===== config.mk =====
export PLATFORM = sky130hd
export DESIGN_NAME = burst_col_gen
export DESIGN_NICKNAME = d
export VERILOG_FILES = /design/src/rtl/burst_col_pkg.sv /design/src/rtl/burst_cfg_decode.sv /design/src/rtl/burst_beat_seq.sv /design/src/rtl/burst_col_map.sv /design/src/rtl/burst_col_gen.sv
export SDC_FILE = /design/constraint.sdc
export NUM_CORES = 1
export LEC_CHECK = 0
export BUFFER_PORTS_ARGS = -buffer_cell sky130_fd_sc_hd__buf_2
export CAP_MARGIN = 20
export CORE_MARGIN = 5
export CORE_UTILIZATION = 35
export DETAILED_ROUTE_END_ITERATION = 6
export PLACE_DENSITY_LB_ADDON = 0.15
export SYNTH_ARGS = -nofsm -noshare
export SYNTH_HDL_FRONTEND = slang
export SYNTH_SLANG_ARGS = --single-unit

===== constraint.sdc =====
create_clock -name clk -period 3.7 [get_ports clk]
set_input_delay 1.11 -clock clk [delete_from_list [all_inputs] [get_ports clk]]
set_output_delay 1.11 -clock clk [all_outputs]
set_load 0.03 [all_outputs]

===== src/rtl/burst_col_pkg.sv =====
package burst_col_pkg;

    typedef enum logic [2:0] {
        BLC_1    = 3'd0,
        BLC_2    = 3'd1,
        BLC_4    = 3'd2,
        BLC_8    = 3'd3,
        BLC_PAGE = 3'd7
    } bl_code_e;

    typedef struct packed {
        logic       page;
        logic       xor_order;
        logic [1:0] len_log2;
    } burst_cfg_t;

    localparam int MAX_FIXED_LEN = 8;

    function automatic logic [7:0] len_mask(input logic [1:0] len_log2);
        return (8'd1 << len_log2) - 8'd1;
    endfunction

endpackage


===== src/rtl/burst_cfg_decode.sv =====
module burst_cfg_decode
    import burst_col_pkg::*;
(
    input  logic [2:0]  code,
    input  logic        xor_req,
    output burst_cfg_t  cfg
);
    always_comb begin
        cfg = '0;
        case (code)
            BLC_1, BLC_2, BLC_4, BLC_8: begin
                cfg.page     = 1'b0;
                cfg.len_log2 = code[1:0];
            end
            BLC_PAGE: begin
                cfg.page     = 1'b1;
                cfg.len_log2 = 2'd3;
            end
            default: begin
                cfg.page     = 1'b0;
                cfg.len_log2 = 2'd0;
            end
        endcase
        cfg.xor_order = xor_req & ~cfg.page;
    end
endmodule


===== src/rtl/burst_beat_seq.sv =====
module burst_beat_seq
    import burst_col_pkg::*;
#(
    parameter int COL_W = 10
) (
    input  logic             clk,
    input  logic             rst,
    input  logic             cke,
    input  logic             start,
    input  logic             stop,
    input  burst_cfg_t       cfg_in,
    input  logic [COL_W-1:0] col_in,
    output logic             edge_ok,
    output logic             active,
    output logic [COL_W-1:0] beat,
    output logic [COL_W-1:0] base,
    output burst_cfg_t       cfg,
    output logic             at_end
);
    logic [COL_W-1:0] final_beat;

    assign final_beat = COL_W'(len_mask(cfg.len_log2));
    assign at_end     = ~cfg.page & (beat == final_beat);

    always_ff @(posedge clk) begin
        if (rst) begin
            edge_ok <= 1'b1;
            active  <= 1'b0;
            beat    <= '0;
            base    <= '0;
            cfg     <= '0;
        end else begin
            edge_ok <= cke;
            if (edge_ok) begin
                if (start) begin
                    active <= 1'b1;
                    beat   <= '0;
                    base   <= col_in;
                    cfg    <= cfg_in;
                end else if (active) begin
                    if (stop || at_end) begin
                        active <= 1'b0;
                    end else begin
                        beat <= beat + COL_W'(1);
                    end
                end
            end
        end
    end
endmodule


===== src/rtl/burst_col_map.sv =====
module burst_col_map
    import burst_col_pkg::*;
#(
    parameter int COL_W = 10
) (
    input  logic [COL_W-1:0] base,
    input  logic [COL_W-1:0] beat,
    input  burst_cfg_t       cfg,
    output logic [COL_W-1:0] mask,
    output logic [COL_W-1:0] col
);
    logic [COL_W-1:0] sum;

    assign mask = cfg.page ? {COL_W{1'b1}} : COL_W'(len_mask(cfg.len_log2));
    assign sum  = base + beat;

    for (genvar b = 0; b < COL_W; b++) begin : g_bit
        assign col[b] = mask[b] ? (cfg.xor_order ? (base[b] ^ beat[b]) : sum[b])
                                : base[b];
    end
endmodule


===== src/rtl/burst_col_gen.sv =====
module burst_col_gen
    import burst_col_pkg::*;
#(
    parameter int COL_W = 10
) (
    input  logic             clk,
    input  logic             rst,
    input  logic             cke,
    input  logic             cmd_start,
    input  logic             cmd_stop,
    input  logic [COL_W-1:0] start_col,
    input  logic [2:0]       bl_code,
    input  logic             xor_order,
    output logic [COL_W-1:0] col_addr,
    output logic             col_valid,
    output logic             last_beat
);
    localparam int MIN_COL_W = $clog2(MAX_FIXED_LEN);

    burst_cfg_t       cfg_new;
    burst_cfg_t       cfg_cur;
    logic             edge_ok;
    logic             active;
    logic             at_end;
    logic [COL_W-1:0] beat;
    logic [COL_W-1:0] base;
    logic [COL_W-1:0] mask;

    initial begin
        if (COL_W < MIN_COL_W) $error("COL_W too small for an 8-beat burst");
    end

    burst_cfg_decode u_dec (
        .code    (bl_code),
        .xor_req (xor_order),
        .cfg     (cfg_new)
    );

    burst_beat_seq #(.COL_W(COL_W)) u_seq (
        .clk     (clk),
        .rst     (rst),
        .cke     (cke),
        .start   (cmd_start),
        .stop    (cmd_stop),
        .cfg_in  (cfg_new),
        .col_in  (start_col),
        .edge_ok (edge_ok),
        .active  (active),
        .beat    (beat),
        .base    (base),
        .cfg     (cfg_cur),
        .at_end  (at_end)
    );

    burst_col_map #(.COL_W(COL_W)) u_map (
        .base (base),
        .beat (beat),
        .cfg  (cfg_cur),
        .mask (mask),
        .col  (col_addr)
    );

    assign col_valid = active;
    assign last_beat = active & at_end;
endmodule


==> flow_metrics.py, run 1 <==
metrics = {
    "layout": {
        "design_area_um2": 1970,
        "n_fill_cell": 530,
        "drive_above_1_share_pct": 18.4,
        "n_antenna_cell": 0,
        "fin_cells": 317,
        "nNetsFinal": 284,
        "areaGrowthSynthToFinish_pct": 15.0,
    },
    "global_route": {
        "first_global_vias": 1481,
        "grt_antenna_before_repair": 0,
        "grt_max_degree": 19,
        "grt_pass1_wl_um": 7130,
        "overflow": 0,
        "grt_usage_pct": 14.0,
    },
    "drt": {
        "drt_pre_antenna_iters": 4,
        "vias": 1519,
        "wirelength_um": 4030,
        "postRouteAntennaNets": 0,
        "avgRoutedWirePerCell_um": 12.7,
        "drc_errors": 0,
        "via_per_inst": 4.79,
        "drtIter0Drc": 110,
    },
    "synthesis": {
        "yosys_register_bits": 26,
        "ys_types": 35,
        "async_reset_ff_share_pct": 0,
        "avgSynthCellArea_um2": 7.66,
        "synth_area_um2": 1720,
        "synth-edff-count": 0,
        "synth_seq_area_share_pct": 30.3,
        "synth_flop_cell": "dfxtp_1",
        "syn-num-nets": 256,
        "synth_top_area_share_pct": 30.3,
        "synthCells": 224,
        "yosysWarnings": 0,
        "synth_top_area_cell": "dfxtp_1",
        "synthTopCellsByArea": "dfxtp_1 30%, ha_1 8.8%, nand2_1 8.8%",
    },
    "clock_tree": {
        "clkSlewWorstSetupHoldPaths_ps": 90,
        "cts_max_path_buffers": 2,
        "post-cts-setup-buffer-count": 0,
        "cts_tree": "done",
        "htreeDepth": 1,
        "root_buffer": "clkbuf_8",
        "cts_inserted_buffers": 3,
        "clk_latency_ps": 270,
        "cts.sinks": 26,
    },
    "floorplanning": {
        "pin_count": 31,
        "dieWidth_um": 80.0,
        "core_area_um2": 4750,
        "dieArea_um2": 6400,
        "initial_core_util_pct": 36.1,
        "rows": 25,
        "die_h_um": 80.0,
    },
    "sta": {
        "worstMarginPinSlew_ps": 611,
        "hold_violations": 0,
        "final.min_clock_period_ps": 3460,
        "setup_slack_ps": 245,
        "clock.fmax_mhz": 289,
        "fin_skew_ps": 3.56,
        "grt_setup_unrepaired": "false",
        "finalSetupTns_ps": 0,
        "slew_violations": 0,
        "fin_crit_sh_pct": 93.4,
        "slew_headroom_pct": 59.2,
        "setup_viol": 0,
    },
    "critical_path": {
        "cp-end-kind": "output port",
        "path_buf_inv": 1,
        "cp_common_cell": "o21ai_1",
        "path_cells": "ha_1 > fa_1 > a21o_1 > a21oi_2 > o21ai_1 > o21ai_1 > xnor2_1 > mux2_2 > buf_2",
        "cp_max_fo": 5,
        "required_ps": 2590,
        "slowest_delay_ps": 380,
        "worstSetupPathType": "reg -> out",
        "cp_slowest_cell": "fa_1",
        "crit_path_start_kind": "flip-flop",
        "cp.arrival_ps": 2350,
        "cp_top_family": "adder cells",
    },
    "power": {
        "p_per_area_nw_per_um2": 293,
        "ir_drop_uv": 148,
        "total_power_mw": 0.578,
        "p_leak_nw": 0.810,
    },
    "place": {
        "gp_congestion": 0.825,
        "dpl-instance-area_um2": 1920,
        "dp_cells": 314,
        "io_buffers": 30,
        "pre_cts_ws_ps": 406,
        "dpl.hpwl_um": 3140,
    },
    "min_path": {
        "hold_class": "reg -> reg",
    },
    "status": {
        "status": "finished, final reports clean",
    },
    "flow_run": {
        "drv_cap": 0,
    },
}
path summary, 6_finish.rpt:
check | depth (start not counted) | startpoint | to | slack [ps]
worst max register to register | 9 | u_seq.cfg[0]$_SDFFE_PP0P_ | u_seq.beat[3]$_SDFFE_PP0P_ | 1430
worst min register to register | 2 | u_seq.base[0]$_SDFFE_PP0P_ | u_seq.base[0]$_SDFFE_PP0P_ | 480
worst max-delay path | 9 | u_seq.beat[0]$_SDFFE_PP0P_ | col_addr[6] | 240
worst min-delay path | 2 | u_seq.base[0]$_SDFFE_PP0P_ | u_seq.base[0]$_SDFFE_PP0P_ | 480
cell usage after synthesis (all sizes together), types with 2 or more instances:
| cell type | n |
|---|---|
| inv | 9 |
| nand4 | 2 |
| nand3 | 7 |
| nand2b | 5 |
| o211ai | 3 |
| nor2 | 25 |
| mux2 | 4 |
| xor2 | 5 |
| nor3 | 5 |
| nand2 | 40 |
| dfxtp | 26 |
| o21ai | 8 |
| a21oi | 29 |
| or3 | 4 |
| xnor2 | 12 |
| ha | 12 |
| nor2b | 2 |
| or2 | 2 |
| clkbuf | 7 |
| and2 | 2 |
| a31oi | 3 |
tightest hold or removal path: stages (launching register included):
cell and delay [ps]:
dfxtp_1 330, nand2_1 50, a21oi_1 50
cell usage in the layout (no fill, tap or decap), drive strengths merged, types with 5 or more instances in the layout:
master	count
a21oi	29
buf	29
dfxtp	26
ha	12
inv	9
nand2	40
nand2b	5
nand3	7
nor2	25
nor3	5
o21ai	8
xnor2	12
xor2	5
state kept, by name (all words and copies together) (netlist names):
name,flops
u_seq.active,1
u_seq.base,10
u_seq.beat,10
u_seq.cfg,4
u_seq.edge_ok,1
power breakdown:
part / internal [mW] / switching (mW)
Clock: 0.0730 / 0.0901
Combinational: 0.0446 / 0.0701
Sequential: 0.289 / 0.0112
metal layers:
metal | wire, um | global-route usage [%]
met4 | 29 | 4.05
met5 | 0 | 0
met1 | 1980 | 19.2
met3 | 181 | 1.92
met2 | 1840 | 22.5
logic make-up after synthesis:
family / after synthesis / share of synthesized area [%]
compound gates: 51 / 18.8
xor+xnor: 17 / 9.56
fa+ha+maj: 13 / 9.92
buf+inv: 16 / 3.50
flops: 26 / 30.3
mux: 4 / 2.63
simple gates: 97 / 25.2
final cells by class:
| type | instances | area [um^2] | area share (%) |
|---|---|---|---|
| multi-input combinational | 182 | 1140 | 57.7 |
| clock buffer | 3 | 41.3 | 2.09 |
| inverter | 9 | 33.8 | 1.71 |
| sequential | 26 | 523 | 26.5 |
| timing repair buffer | 30 | 153 | 7.74 |
| tap | 67 | 83.8 | 4.25 |
per-stage QoR:
stage | util (%) | hold slack [ps]
floorplan | - | 449
global placement | 40.4 | 465
detailed placement | 40.4 | 468
CTS | 41.3 | 481
global route | 41.5 | 514
finish | 41.5 | 478
what timing repair did:
item / in CTS / in global routing
endpoints found under the setup margin: 0 / 4
hold endpoints to repair: 0 / 0
hold buffers: 0 / 0
gates resized for setup: 0 / 6
Note: power is estimated with default switching activity, not from simulation.
==> run 2, diff against run 1 <==
==> constraint.sdc (replaced) <==
create_clock -name clk -period 3.6 [get_ports clk]
set_input_delay 1.08 -clock clk [delete_from_list [all_inputs] [get_ports clk]]
set_output_delay 1.08 -clock clk [all_outputs]
set_load 0.03 [all_outputs]
==> flow_metrics.py, run 2 (synthesized netlist as in run 1, its figures left out) <==
metrics = {
    "clock_tree": {
        "root_buffer": "clkbuf_8",
        "htreeDepth": 1,
        "ctsHoldBuffers": 0,
        "cts_max_path_buffers": 2,
        "cts.sinks": 26,
        "clkSlewWorstSetupHoldPaths_ps": 90,
        "cts_resized": 0,
        "cts_tree": "done",
        "clk_latency_ps": 270,
        "post-cts-setup-buffer-count": 0,
        "cts_inserted_buffers": 3,
    },
    "layout": {
        "seqCellArea_um2": 522,
        "fin_cells": 319,
        "drive_above_1_share_pct": 18.3,
        "final_cell_mix": "40 x nand2_1, 30 x buf_2, 29 x a21oi_1",
        "multiInputGateArea_um2": 1130,
        "nNetsFinal": 286,
        "largest_registers": "u_seq.base: 10 flops, u_seq.beat: 10 flops, u_seq.cfg: 4 flops",
        "areaGrowthSynthToFinish_pct": 15.5,
        "layout_commonest_cell": "nand2_1",
        "n_fill_cell": 538,
        "n_antenna_cell": 0,
    },
    "floorplanning": {
        "dieArea_um2": 6400,
        "dieWidth_um": 80.0,
        "core_area_um2": 4750,
        "rows": 25,
        "pin_count": 31,
        "initial_core_util_pct": 36.1,
        "die_h_um": 80.0,
    },
    "critical_path": {
        "cp_slowest_cell": "fa_1",
        "path_cells": "ha_1 > fa_1 > a21o_1 > a21oi_1 > o21ai_0 > o21ai_1 > xnor2_1 > mux2_2 > buf_2",
        "cp.arrival_ps": 2420,
        "worstSetupPathType": "reg -> out",
        "reg2reg_to": "u_seq.beat[1]$_SDFFE_PP0P_",
        "required_ps": 2520,
        "path_buf_inv": 1,
        "worst_r2r_path_depth": 9,
        "cp-end-kind": "output port",
        "crit_path_start_kind": "flip-flop",
        "cp_top_family": "compound AO/OA/AOI/OAI gates",
        "cp_max_fo": 5,
        "r2r_start": "u_seq.cfg[1]$_SDFFE_PP0P_",
        "slowest_delay_ps": 380,
        "ff2ff_setup_slack_ps": 1310,
    },
    "power": {
        "p_leak_nw": 0.821,
        "p_per_area_nw_per_um2": 300,
        "ir_drop_uv": 164,
        "total_power_mw": 0.594,
    },
    "sta": {
        "fin_crit_sh_pct": 97.2,
        "grt_setup_unrepaired": "true",
        "whs_ps": 478,
        "slew_violations": 0,
        "worstMarginPinSlew_ps": 608,
        "clock.fmax_mhz": 286,
        "hold_violations": 0,
        "setup_viol": 0,
        "final.min_clock_period_ps": 3500,
        "fin_skew_ps": 6.80,
        "slew_headroom_pct": 59.4,
    },
    "status": {
        "status": "finished, final reports clean",
    },
    "drt": {
        "avgRoutedWirePerCell_um": 12.6,
        "via_per_inst": 4.91,
        "drtIter0Drc": 70,
        "drt_pre_antenna_iters": 4,
        "wirelength_um": 4030,
        "vias": 1566,
        "postRouteAntennaNets": 0,
        "drc_errors": 0,
    },
    "global_route": {
        "grt_max_degree": 19,
        "grt_usage_pct": 13.3,
        "grt_antenna_before_repair": 0,
        "first_global_vias": 1502,
        "overflow": 0,
        "grt_pass1_wl_um": 6870,
    },
    "min_path": {
        "min_to": "u_seq.base[9]$_SDFFE_PP0P_",
        "worstHoldPathCells": 2,
        "hp-start": "u_seq.base[9]$_SDFFE_PP0P_",
        "hold_class": "reg -> reg",
    },
    "place": {
        "io_buffers": 30,
        "gp_congestion": 0.841,
        "dpl.hpwl_um": 3170,
        "dp_cells": 316,
    },
    "flow_run": {
        "drv_cap": 0,
    },
}
run 2: metal layers:
metal	part of all wire, %	track usage (%)
met5	0	0
met2	47	22.2
met3	3.6	2.37
met1	49	17.9
met4	0.57	3.04
run 2: area by class of cell:
type / count / share of cell area (%)
well taps: 67 / 4.23
multi-input cells: 182 / 57.3
clock buffers: 3 / 2.08
inverters: 9 / 1.71
flip-flops and latches: 26 / 26.3
repair buffers: 32 / 8.34
run 2: how the worst max path moves through the flow:
stage                        to  cells after the start                  startpoint  slack, ps
detailed placement  col_addr[6]                      9  u_seq.beat[0]$_SDFFE_PP0P_        330
floorplan             last_beat                      5   u_seq.cfg[1]$_SDFFE_PP0P_        170
global placement    col_addr[6]                      9  u_seq.beat[0]$_SDFFE_PP0P_        360
CTS                 col_addr[6]                      9  u_seq.beat[0]$_SDFFE_PP0P_         20
global route        col_addr[6]                      9  u_seq.beat[0]$_SDFFE_PP0P_        -30
finish              col_addr[6]                      9  u_seq.beat[0]$_SDFFE_PP0P_        100
run 2: per-stage QoR:
step                      utilization [%]  setup slack (ps)  TNS, ps  area, um^2
after floorplan                         -               170        0        1720
after global placement               40.8               358        0        1940
after detailed placement             40.8               331        0        1940
after CTS                            41.6              20.8        0        1980
after global routing                 41.7             -28.9    -28.9        1980
final                                41.7               100        0        1980
run 2: worst min-delay path, delay by kind of cell, from the launching register on:
kind | cells | cell delay [ps]
AND/OR/NAND/NOR | 1 | 60
flip-flops | 1 | 330
AO/OA/AOI/OAI | 1 | 50
run 2: report_power, final:
group	switching, mW	internal (mW)
registers	0.0107	0.297
logic	0.0725	0.0458
clock network	0.0928	0.0750
